### src/rtl/rstk_pkg.sv
package rstk_pkg;
  typedef enum logic [2:0] {
    OP_NOP   = 3'd0,
    OP_PUSH  = 3'd1,
    OP_POP   = 3'd2,
    OP_XCHG  = 3'd3,
    OP_ADD   = 3'd4,
    OP_SUB   = 3'd5,
    OP_SUBR  = 3'd6,
    OP_CLEAR = 3'd7
  } rstk_op_e;

  typedef enum logic [1:0] {
    FN_ADD  = 2'd0,
    FN_SUB  = 2'd1,
    FN_SUBR = 2'd2
  } rstk_fn_e;
endpackage

### src/rtl/rstk_ptr.sv
module rstk_ptr #(
  parameter int PTR_W = 3
) (
  input  logic             clk,
  input  logic             rst,
  input  logic             step_down,
  input  logic             step_up,
  input  logic             zero,
  output logic [PTR_W-1:0] top
);
  always_ff @(posedge clk) begin
    if (rst || zero) begin
      top <= '0;
    end else if (step_down) begin
      top <= top - 1'b1;
    end else if (step_up) begin
      top <= top + 1'b1;
    end
  end
endmodule

### src/rtl/rstk_alu.sv
module rstk_alu
  import rstk_pkg::*;
#(
  parameter int DATA_W = 80
) (
  input  rstk_fn_e          fn,
  input  logic [DATA_W-1:0] dst,
  input  logic [DATA_W-1:0] src,
  output logic [DATA_W-1:0] res
);
  always_comb begin
    case (fn)
      FN_SUB:  res = dst - src;
      FN_SUBR: res = src - dst;
      default: res = dst + src;
    endcase
  end
endmodule

### src/rtl/rstk_regs.sv
module rstk_regs #(
  parameter int DATA_W = 80,
  parameter int DEPTH  = 8
) (
  input  logic                     clk,
  input  logic                     rst,
  input  logic                     wa_en,
  input  logic [$clog2(DEPTH)-1:0] wa_addr,
  input  logic [DATA_W-1:0]        wa_data,
  input  logic                     wb_en,
  input  logic [$clog2(DEPTH)-1:0] wb_addr,
  input  logic [DATA_W-1:0]        wb_data,
  input  logic                     kill_en,
  input  logic [$clog2(DEPTH)-1:0] kill_addr,
  input  logic                     kill_all,
  input  logic [$clog2(DEPTH)-1:0] rd0_addr,
  input  logic [$clog2(DEPTH)-1:0] rd1_addr,
  output logic [DATA_W-1:0]        rd0_data,
  output logic [DATA_W-1:0]        rd1_data,
  output logic [DEPTH-1:0]         tags
);
  localparam int AW = $clog2(DEPTH);

  logic [DATA_W-1:0] mem [DEPTH];

  for (genvar e = 0; e < DEPTH; e++) begin : g_slot
    logic hit_a, hit_b, hit_k;
    assign hit_a = wa_en   && (wa_addr   == AW'(e));
    assign hit_b = wb_en   && (wb_addr   == AW'(e));
    assign hit_k = kill_en && (kill_addr == AW'(e));

    always_ff @(posedge clk) begin
      if (rst) begin
        mem[e] <= '0;
      end else if (hit_a) begin
        mem[e] <= wa_data;
      end else if (hit_b) begin
        mem[e] <= wb_data;
      end
    end

    // an empty-mark beats a write in the same cycle (operate-then-pop on st(0))
    always_ff @(posedge clk) begin
      if (rst || kill_all) begin
        tags[e] <= 1'b0;
      end else if (hit_k) begin
        tags[e] <= 1'b0;
      end else if (hit_a || hit_b) begin
        tags[e] <= 1'b1;
      end
    end
  end

  assign rd0_data = mem[rd0_addr];
  assign rd1_data = mem[rd1_addr];
endmodule

### src/rtl/rstk_file.sv
module rstk_file
  import rstk_pkg::*;
#(
  parameter int DATA_W = 80,
  parameter int DEPTH  = 8
) (
  input  logic              clk,
  input  logic              rst,
  input  logic              cmd_valid,
  output logic              cmd_ready,
  input  logic [2:0]        cmd_op,
  input  logic [2:0]        cmd_idx,
  input  logic              cmd_dir,
  input  logic              cmd_pop,
  input  logic [DATA_W-1:0] push_data,
  output logic [DATA_W-1:0] top_data,
  output logic              top_valid,
  output logic              overflow,
  output logic              underflow
);
  // DEPTH must be a power of two so that pointer arithmetic wraps modulo DEPTH
  localparam int PTR_W = $clog2(DEPTH);

  rstk_op_e           op;
  logic               take;
  logic [PTR_W-1:0]   top_idx;
  logic [PTR_W-1:0]   ph_top, ph_rel, ph_new;
  logic [DEPTH-1:0]   tags;
  logic [DATA_W-1:0]  d_top, d_rel;
  logic               live_top, live_rel, live_new;

  logic               wa_en, wb_en, kill_en, kill_all;
  logic [PTR_W-1:0]   wa_addr, wb_addr, kill_addr;
  logic [DATA_W-1:0]  wa_data, wb_data;
  logic               p_down, p_up, p_zero;
  logic               ovf_d, unf_d;

  rstk_fn_e           fn;
  logic [DATA_W-1:0]  alu_dst, alu_src, alu_res;

  assign op   = rstk_op_e'(cmd_op);
  assign take = cmd_valid && cmd_ready;

  assign ph_top = top_idx;
  assign ph_rel = top_idx + PTR_W'(cmd_idx);
  assign ph_new = top_idx - 1'b1;

  assign live_top = tags[ph_top];
  assign live_rel = tags[ph_rel];
  assign live_new = tags[ph_new];

  rstk_ptr #(.PTR_W(PTR_W)) u_ptr (
    .clk       (clk),
    .rst       (rst),
    .step_down (p_down),
    .step_up   (p_up),
    .zero      (p_zero),
    .top       (top_idx)
  );

  rstk_regs #(.DATA_W(DATA_W), .DEPTH(DEPTH)) u_regs (
    .clk       (clk),
    .rst       (rst),
    .wa_en     (wa_en),
    .wa_addr   (wa_addr),
    .wa_data   (wa_data),
    .wb_en     (wb_en),
    .wb_addr   (wb_addr),
    .wb_data   (wb_data),
    .kill_en   (kill_en),
    .kill_addr (kill_addr),
    .kill_all  (kill_all),
    .rd0_addr  (ph_top),
    .rd1_addr  (ph_rel),
    .rd0_data  (d_top),
    .rd1_data  (d_rel),
    .tags      (tags)
  );

  always_comb begin
    case (op)
      OP_SUB:  fn = FN_SUB;
      OP_SUBR: fn = FN_SUBR;
      default: fn = FN_ADD;
    endcase
    alu_dst = cmd_dir ? d_rel : d_top;
    alu_src = cmd_dir ? d_top : d_rel;
  end

  rstk_alu #(.DATA_W(DATA_W)) u_alu (
    .fn  (fn),
    .dst (alu_dst),
    .src (alu_src),
    .res (alu_res)
  );

  always_comb begin
    wa_en     = 1'b0;
    wa_addr   = ph_top;
    wa_data   = push_data;
    wb_en     = 1'b0;
    wb_addr   = ph_rel;
    wb_data   = d_top;
    kill_en   = 1'b0;
    kill_addr = ph_top;
    kill_all  = 1'b0;
    p_down    = 1'b0;
    p_up      = 1'b0;
    p_zero    = 1'b0;
    ovf_d     = 1'b0;
    unf_d     = 1'b0;
    if (take) begin
      case (op)
        OP_PUSH: begin
          if (live_new) begin
            ovf_d = 1'b1;
          end else begin
            wa_en   = 1'b1;
            wa_addr = ph_new;
            wa_data = push_data;
            p_down  = 1'b1;
          end
        end
        OP_POP: begin
          if (!live_top) begin
            unf_d = 1'b1;
          end else begin
            kill_en = 1'b1;
            p_up    = 1'b1;
          end
        end
        OP_XCHG: begin
          if (!(live_top && live_rel)) begin
            unf_d = 1'b1;
          end else begin
            wa_en   = 1'b1;
            wa_addr = ph_top;
            wa_data = d_rel;
            wb_en   = 1'b1;
            wb_addr = ph_rel;
            wb_data = d_top;
          end
        end
        OP_ADD, OP_SUB, OP_SUBR: begin
          if (!(live_top && live_rel)) begin
            unf_d = 1'b1;
          end else begin
            wa_en   = 1'b1;
            wa_addr = cmd_dir ? ph_rel : ph_top;
            wa_data = alu_res;
            if (cmd_pop) begin
              kill_en = 1'b1;
              p_up    = 1'b1;
            end
          end
        end
        OP_CLEAR: begin
          kill_all = 1'b1;
          p_zero   = 1'b1;
        end
        default: ;
      endcase
    end
  end

  always_ff @(posedge clk) begin
    if (rst) begin
      overflow  <= 1'b0;
      underflow <= 1'b0;
      cmd_ready <= 1'b0;
    end else begin
      overflow  <= ovf_d;
      underflow <= unf_d;
      cmd_ready <= 1'b1;
    end
  end

  assign top_data  = d_top;
  assign top_valid = live_top;
endmodule

### config.mk
export PLATFORM = sky130hd
export DESIGN_NAME = rstk_file
export DESIGN_NICKNAME = d
export VERILOG_FILES = /design/src/rtl/rstk_pkg.sv /design/src/rtl/rstk_ptr.sv /design/src/rtl/rstk_alu.sv /design/src/rtl/rstk_regs.sv /design/src/rtl/rstk_file.sv
export SDC_FILE = /design/constraint.sdc
export NUM_CORES = 2
export LEC_CHECK = 0
export BUFFER_PORTS_ARGS = -buffer_cell sky130_fd_sc_hd__buf_2
export CAP_MARGIN = 30
export CORE_AREA = 5 5 277 482
export CTS_CLUSTER_DIAMETER = 30
export DETAILED_ROUTE_END_ITERATION = 16
export DIE_AREA = 0 0 282 487
export HOLD_SLACK_MARGIN = 0.15
export PLACE_DENSITY = 0.59
export SLEW_MARGIN = 20
export SYNTH_ARGS = -nofsm -noshare
export SYNTH_HDL_FRONTEND = slang
export SYNTH_SLANG_ARGS = --single-unit
### constraint.sdc
create_clock -name clk -period 12.2 [get_ports clk]
set_input_delay 0.61 -clock clk [delete_from_list [all_inputs] [get_ports clk]]
set_output_delay 0.61 -clock clk [all_outputs]
set_load 0.01 [all_outputs]
# Yosys cells after proc, flatten, opt, wreduce, memory -nomap -nowiden

Memories as Yosys holds them, arrays and structs flattened. A register that Yosys moved wholly into a read port is not among the register bits.
Index checks and enable logic that the tools add are counted.

Flip-flop bits (word level): 14
RAM bits: 640
Input bits: 91
Output and inout bits: 84
Logic and storage cells: 238
Memories kept: 1

Add/subtract/negate cells: 6
Magnitude comparators: 3
Equality and inequality tests: 30
Muxes and demuxes: 117
Bitwise operators: 18
Reductions and logical operators: 51

Memories:

| memory     | words | bits a word | read ports | clocked after Yosys merged registers in | wr ports | RTL line        | RTL |
|---|---|---|---|---|---|---|---|
| u_regs.mem | 8     | 80          | 2          | 1                                       | 8        | rstk_regs.sv:24 | `logic [DATA_W-1:0] mem [DEPTH];` |

Operator list:

| operator              | count |
|---|---|
| $mux W80              | 21 |
| $pmux W80 S2          | 2 |
| $sub A80 B80 Y80      | 2 |
| $add A80 B80 Y80      | 1 |
| $mux W1               | 78 |
| $eq A3 B3 Y1 const B  | 16 |
| $logic_and A1 B1 Y1   | 26 |
| $eq A3 B2 Y1 const B  | 8 |
| $mux W3               | 8 |
| $reduce_or A2 Y1      | 9 |
| $or A1 B1 Y1          | 16 |
| $eq A3 B1 Y1 const B  | 4 |
| $lt A3 B4 Y1 const B  | 3 |
| $bmux W1 S3           | 3 |
| $logic_not A3 Y1      | 3 |
| $logic_or A1 B1 Y1    | 9 |
| $pmux W1 S2           | 3 |
| $pmux W3 S2           | 1 |
| $reduce_or A3 Y1      | 2 |
| $pmux W2 S2           | 1 |
| $reduce_or A4 Y1      | 1 |
| $add A3 B1 Y3 const B | 1 |
| $add A3 B3 Y3         | 1 |
| $sub A3 B1 Y3 const B | 1 |
| other kinds (4)       | 5 |

# Logic depth before layout (Yosys ltp)

Depth in word-level cells: 14
Mapped depth: 39
Mapped depth without buffers: 32

# Modules after synthesis

From an unflattened synthesis, not the netlist that was laid out.

Cells, all modules: 5453
Area, all modules: 55233.0 µm²

Modules (own cells, without submodules):

| module    | instances | cells an instance | area an instance (µm²) | seq. area each (µm²) |
|---|---|---|---|---|
| rstk_regs | 1         | 3029              | 38520.7                | 19378.6 |
| rstk_alu  | 1         | 1953              | 12376.9                | 0.0 |
| rstk_file | 1         | 453               | 4175.3                 | 60.1 |
| rstk_ptr  | 1         | 18                | 160.2                  | 60.1 |

# Least setup slack after synthesis

OpenSTA, ideal clock, no wires.

Kind: input port to flip-flop
From: input cmd_idx[0]
To: memory u_regs.mem[6][77] (data pin)
Setup time: 0.286 ns
Data arrival time: 8.227 ns
Required time: 11.914 ns
Slack: 3.687 ns
Stages: 38
Buffers on the path: 8
Cells stage by stage: ha_1 > inv_1 > fa_1 > xnor3_1 > buf_2 > buf_2 > buf_2 > buf_2 > buf_1 > clkbuf_1 > nand2_1 > nand2_1 > o21ai_0 > ha_1 > inv_1 > a221oi_2 > nand4b_1 > nor3_2 > [... 2 more ...] > or3_1 > or2_1 > clkbuf_1 > o31ai_1 > xor2_1 > ha_1 > clkbuf_1 > a21o_1 > a21oi_1 > o21ai_0 > a21o_1 > a21oi_1 > o21ai_0 > or4_1 > a31oi_1 > nor2_1 > a221oi_1 > o22ai_1

RTL lines:

| what            | RTL line        | RTL |
|---|---|---|
| start, declared | rstk_file.sv:12 | `input logic [2:0] cmd_idx,` |
| end, declared   | rstk_regs.sv:24 |  |

==> results.toml <==
[critical_path]
cpMaxStageDelayCell = "fa_4"
r2r_setup_slack_ns = 1.24
reg2regPathDepth = 28
cp_data_arrival_time_ns = 11.40
crit_fanout = 48
r2r_start = "u_ptr.top[0]$_SDFFE_PP0N_"
crit_type = "reg2reg"
crit_path_end_kind = "flip-flop"
rr_endpoint = "u_regs.mem[6][78]$_DFFE_PP_"
startpoint_type = "flip-flop"
max_stage_delay_ns = 1.24
cp.required_ns = 12.64

[drt]
route.vias.total = 50554
drt-initial-drc-count = 6472
wirelength_microns = 251200
viasPerCell = 7.152
dr.pass1.iters = 8
route.detailed.drc = 0
final_antenna_net_count = 0
wl_per_cell_microns = 35.54

[global_routing]
overflow = 0
grt_pass1_vias = 50247
grt_util_all_layers = 0.3512
grt_max_degree = 119
antenna_found_initial = 8
grt_pass1_wl_microns = 351400

[layout]
drive_gt1_frac = 0.1778
fillCellCount = 12316
nNetsFinal = 5555
stdcell_area_sq_mm = 0.05877
area_delta_synth_final_pct = 11.75
finish.utilization = 0.4542
multi_input_area_sq_mm = 0.03044
regArea_sq_mm = 0.01957

[logic_synthesis]
synth-seq-cells = 657
synth_edf_count = 640
syn_avg_cell_area_sq_um = 9.933
syn_area_sq_mm = 0.05259
synth_cell_types = 97
synthArstFlopShare = 0
yosys_warnings = 0
synth_nets = 5556
ys_seq_area_frac = 0.3719
synthCells = 5295
synthFlopType = "edfxtp_1"

[floorplanning]
initial_core_util = 0.4064
die_area_sq_mm = 0.1373
die_w_microns = 282
dieHeight_microns = 487
num_rows = 175
io_pins = 175
core_area_sq_mm = 0.1294

[timing]
finalSetupViolations = 0
period_needed_ns = 10.96
hold_viol_final = 0
slew_viol_final = 0
tightest_slew_ns = 1.156
clock.fmax_ghz = 0.09123
finalCritPeriodShare = 0.8985
rsz0062_at_grt = "false"
relSlewSlack = 0.2296
fin_worst_skew_ns = 0.03905
fin_setup_tns_ns = 0

[clock_tree]
cts_tree = "done"
ctsHoldBuffers = 0
post_cts_buffers = 0
clkTransAtPathRegs_ns = 0.06
cts.sinks = 657
insertion_delay_ns = 0.75
htreeDepth = 3
numCtsBuffers = 100
clock_tree.root_cell = "clkbuf_16"
cts_resized = 0
cts_buffer_depth = 3

[power]
peakVddDrop_mv = 0.1191
leakage_nw = 22.61
powerDensity_mw_per_mm2 = 138.8
p_total_w = 0.008156

[worst_hold_path]
worstHoldStart = "push_data[8]"
hold_class = "in2reg"
holdPathEnd = "u_regs.mem[3][8]$_DFFE_PP_"
min_path_cells = 3

[run_status]
status = "completed"

[placement]
gp_congestion = 1.052
hpwl_microns = 173200
dpl_cell_area_sq_mm = 0.05534
port_buffers = 174

[flow_run]
cap_violations = 0
critical path, delay by kind of cell, from the launching register on:
family,cells,cell delay (ns)
AO/OA/AOI/OAI,10,2.78
XOR/XNOR,2,0.33
adder cells (fa/ha/maj),3,1.88
buffers and inverters,2,0.79
flip-flops,1,0.69
multiplexers,3,1.10
AND/OR/NAND/NOR,8,3.04
sequential cells by signal (all words and copies together), names as in the netlist, named ones only:
register	cells
overflow	1
u_regs.mem	640
u_ptr.top	3
underflow	1
cmd_ready	1
u_regs.tags	8
where the power goes:
| group | switching, W | internal [W] | leakage [nW] |
|---|---|---|---|
| combinational | 0.00175 | 0.000936 | 14.3 |
| sequential | 0.0000453 | 0.00255 | 6.75 |
| clock | 0.00118 | 0.00169 | 1.59 |
| total | 0.00298 | 0.00517 | 22.6 |
stage by stage:
| step | hold slack [ns] | worst slack [ns] | instances |
|---|---|---|---|
| global route | 0.3459 | 0.9764 | 7063 |
| global placement | 0.4999 | 1.631 | 6849 |
| detailed placement | 0.5202 | 1.617 | 6863 |
| CTS | 0.3141 | 1.568 | 7052 |
| floorplan | 0.4598 | 3.687 | 5295 |
| finish | 0.3534 | 1.238 | 7069 |
cell type report:
class                   count  share of cell area
clock buffers             115             0.04354
flip-flops and latches    657              0.3329
clock inverters            74             0.01309
diodes                      7           0.0002980
well taps                1681             0.03579
inverters                 228             0.01473
multi-input cells        3937              0.5179
repair buffers            370             0.04175
worst max path at each step:
stage                     slack [ns]                     endpoint                 startpoint  cells past startpoint
after floorplan                 3.69  u_regs.mem[6][77]$_DFFE_PP_                 cmd_idx[0]                     38
after global placement          1.63  u_regs.mem[7][77]$_DFFE_PP_  u_ptr.top[0]$_SDFFE_PP0N_                     28
after detailed placement        1.62  u_regs.mem[7][78]$_DFFE_PP_  u_ptr.top[0]$_SDFFE_PP0N_                     28
after CTS                       1.57  u_regs.mem[6][78]$_DFFE_PP_  u_ptr.top[0]$_SDFFE_PP0N_                     28
after global routing            0.98  u_regs.mem[7][78]$_DFFE_PP_  u_ptr.top[0]$_SDFFE_PP0N_                     28
final                           1.24  u_regs.mem[6][78]$_DFFE_PP_  u_ptr.top[0]$_SDFFE_PP0N_                     28
cells in the mapped netlist, types with 91 or more instances:
| cell type | n | area, sq um |
|---|---|---|
| o21ai_0 | 276 | 1381 |
| nor2_1 | 354 | 1329 |
| nor3_1 | 129 | 645.6 |
| o22ai_1 | 609 | 3810 |
| a21o_1 | 130 | 975.9 |
| a21oi_1 | 348 | 1742 |
| mux2i_1 | 151 | 1511 |
| clkbuf_1 | 374 | 1404 |
| nand2_1 | 475 | 1783 |
| ha_1 | 167 | 2090 |
| xnor2_1 | 118 | 1033 |
| inv_1 | 222 | 833.3 |
| xor2_1 | 91 | 797.0 |
| mux4_2 | 325 | 7320 |
| edfxtp_1 | 640 | 19220 |
cells in the final DEF (no fill, tap or decap), drive strengths merged, types with 21 or more instances in the layout:
| master | n |
|---|---|
| nand3 | 78 |
| mux4 | 325 |
| nand4 | 57 |
| clkbuf | 121 |
| o211ai | 22 |
| o22ai | 609 |
| a21boi | 24 |
| o21ai | 283 |
| ha | 167 |
| nor3 | 130 |
| clkinv | 40 |
| nor2 | 354 |
| mux2i | 161 |
| or3 | 33 |
| a21o | 130 |
| nand2b | 27 |
| edfxtp | 640 |
| xnor2 | 118 |
| xor2 | 91 |
| a21oi | 348 |
| o31ai | 32 |
| o21a | 45 |
| and3 | 22 |
| nand2 | 475 |
| and2 | 21 |
| a211oi | 34 |
| inv | 244 |
| a221oi | 38 |
| buf | 363 |
| a31oi | 33 |
| a22oi | 21 |
| o21bai | 39 |
per-layer routing:
layer  GRT usage  part of all wire  routed length, microns  up-vias
met1      0.3914              0.33                   83210    24849
met5           0           0.00011                      27        -
li1            -                 -                       -    20736
met2      0.5934              0.48                  120700     3800
met3     0.06694             0.096                   24030     1165
met4      0.2604             0.092                   23220        4
kinds of logic after synthesis:
| logic type | share of synthesized area |
|---|---|
| buf+inv | 0.05488 |
| fa+ha+maj | 0.04087 |
| xor+xnor | 0.03568 |
| mux | 0.1730 |
| compound gates | 0.2141 |
| simple gates | 0.1095 |
| flops | 0.3719 |
(Power assumes the default switching activity.)
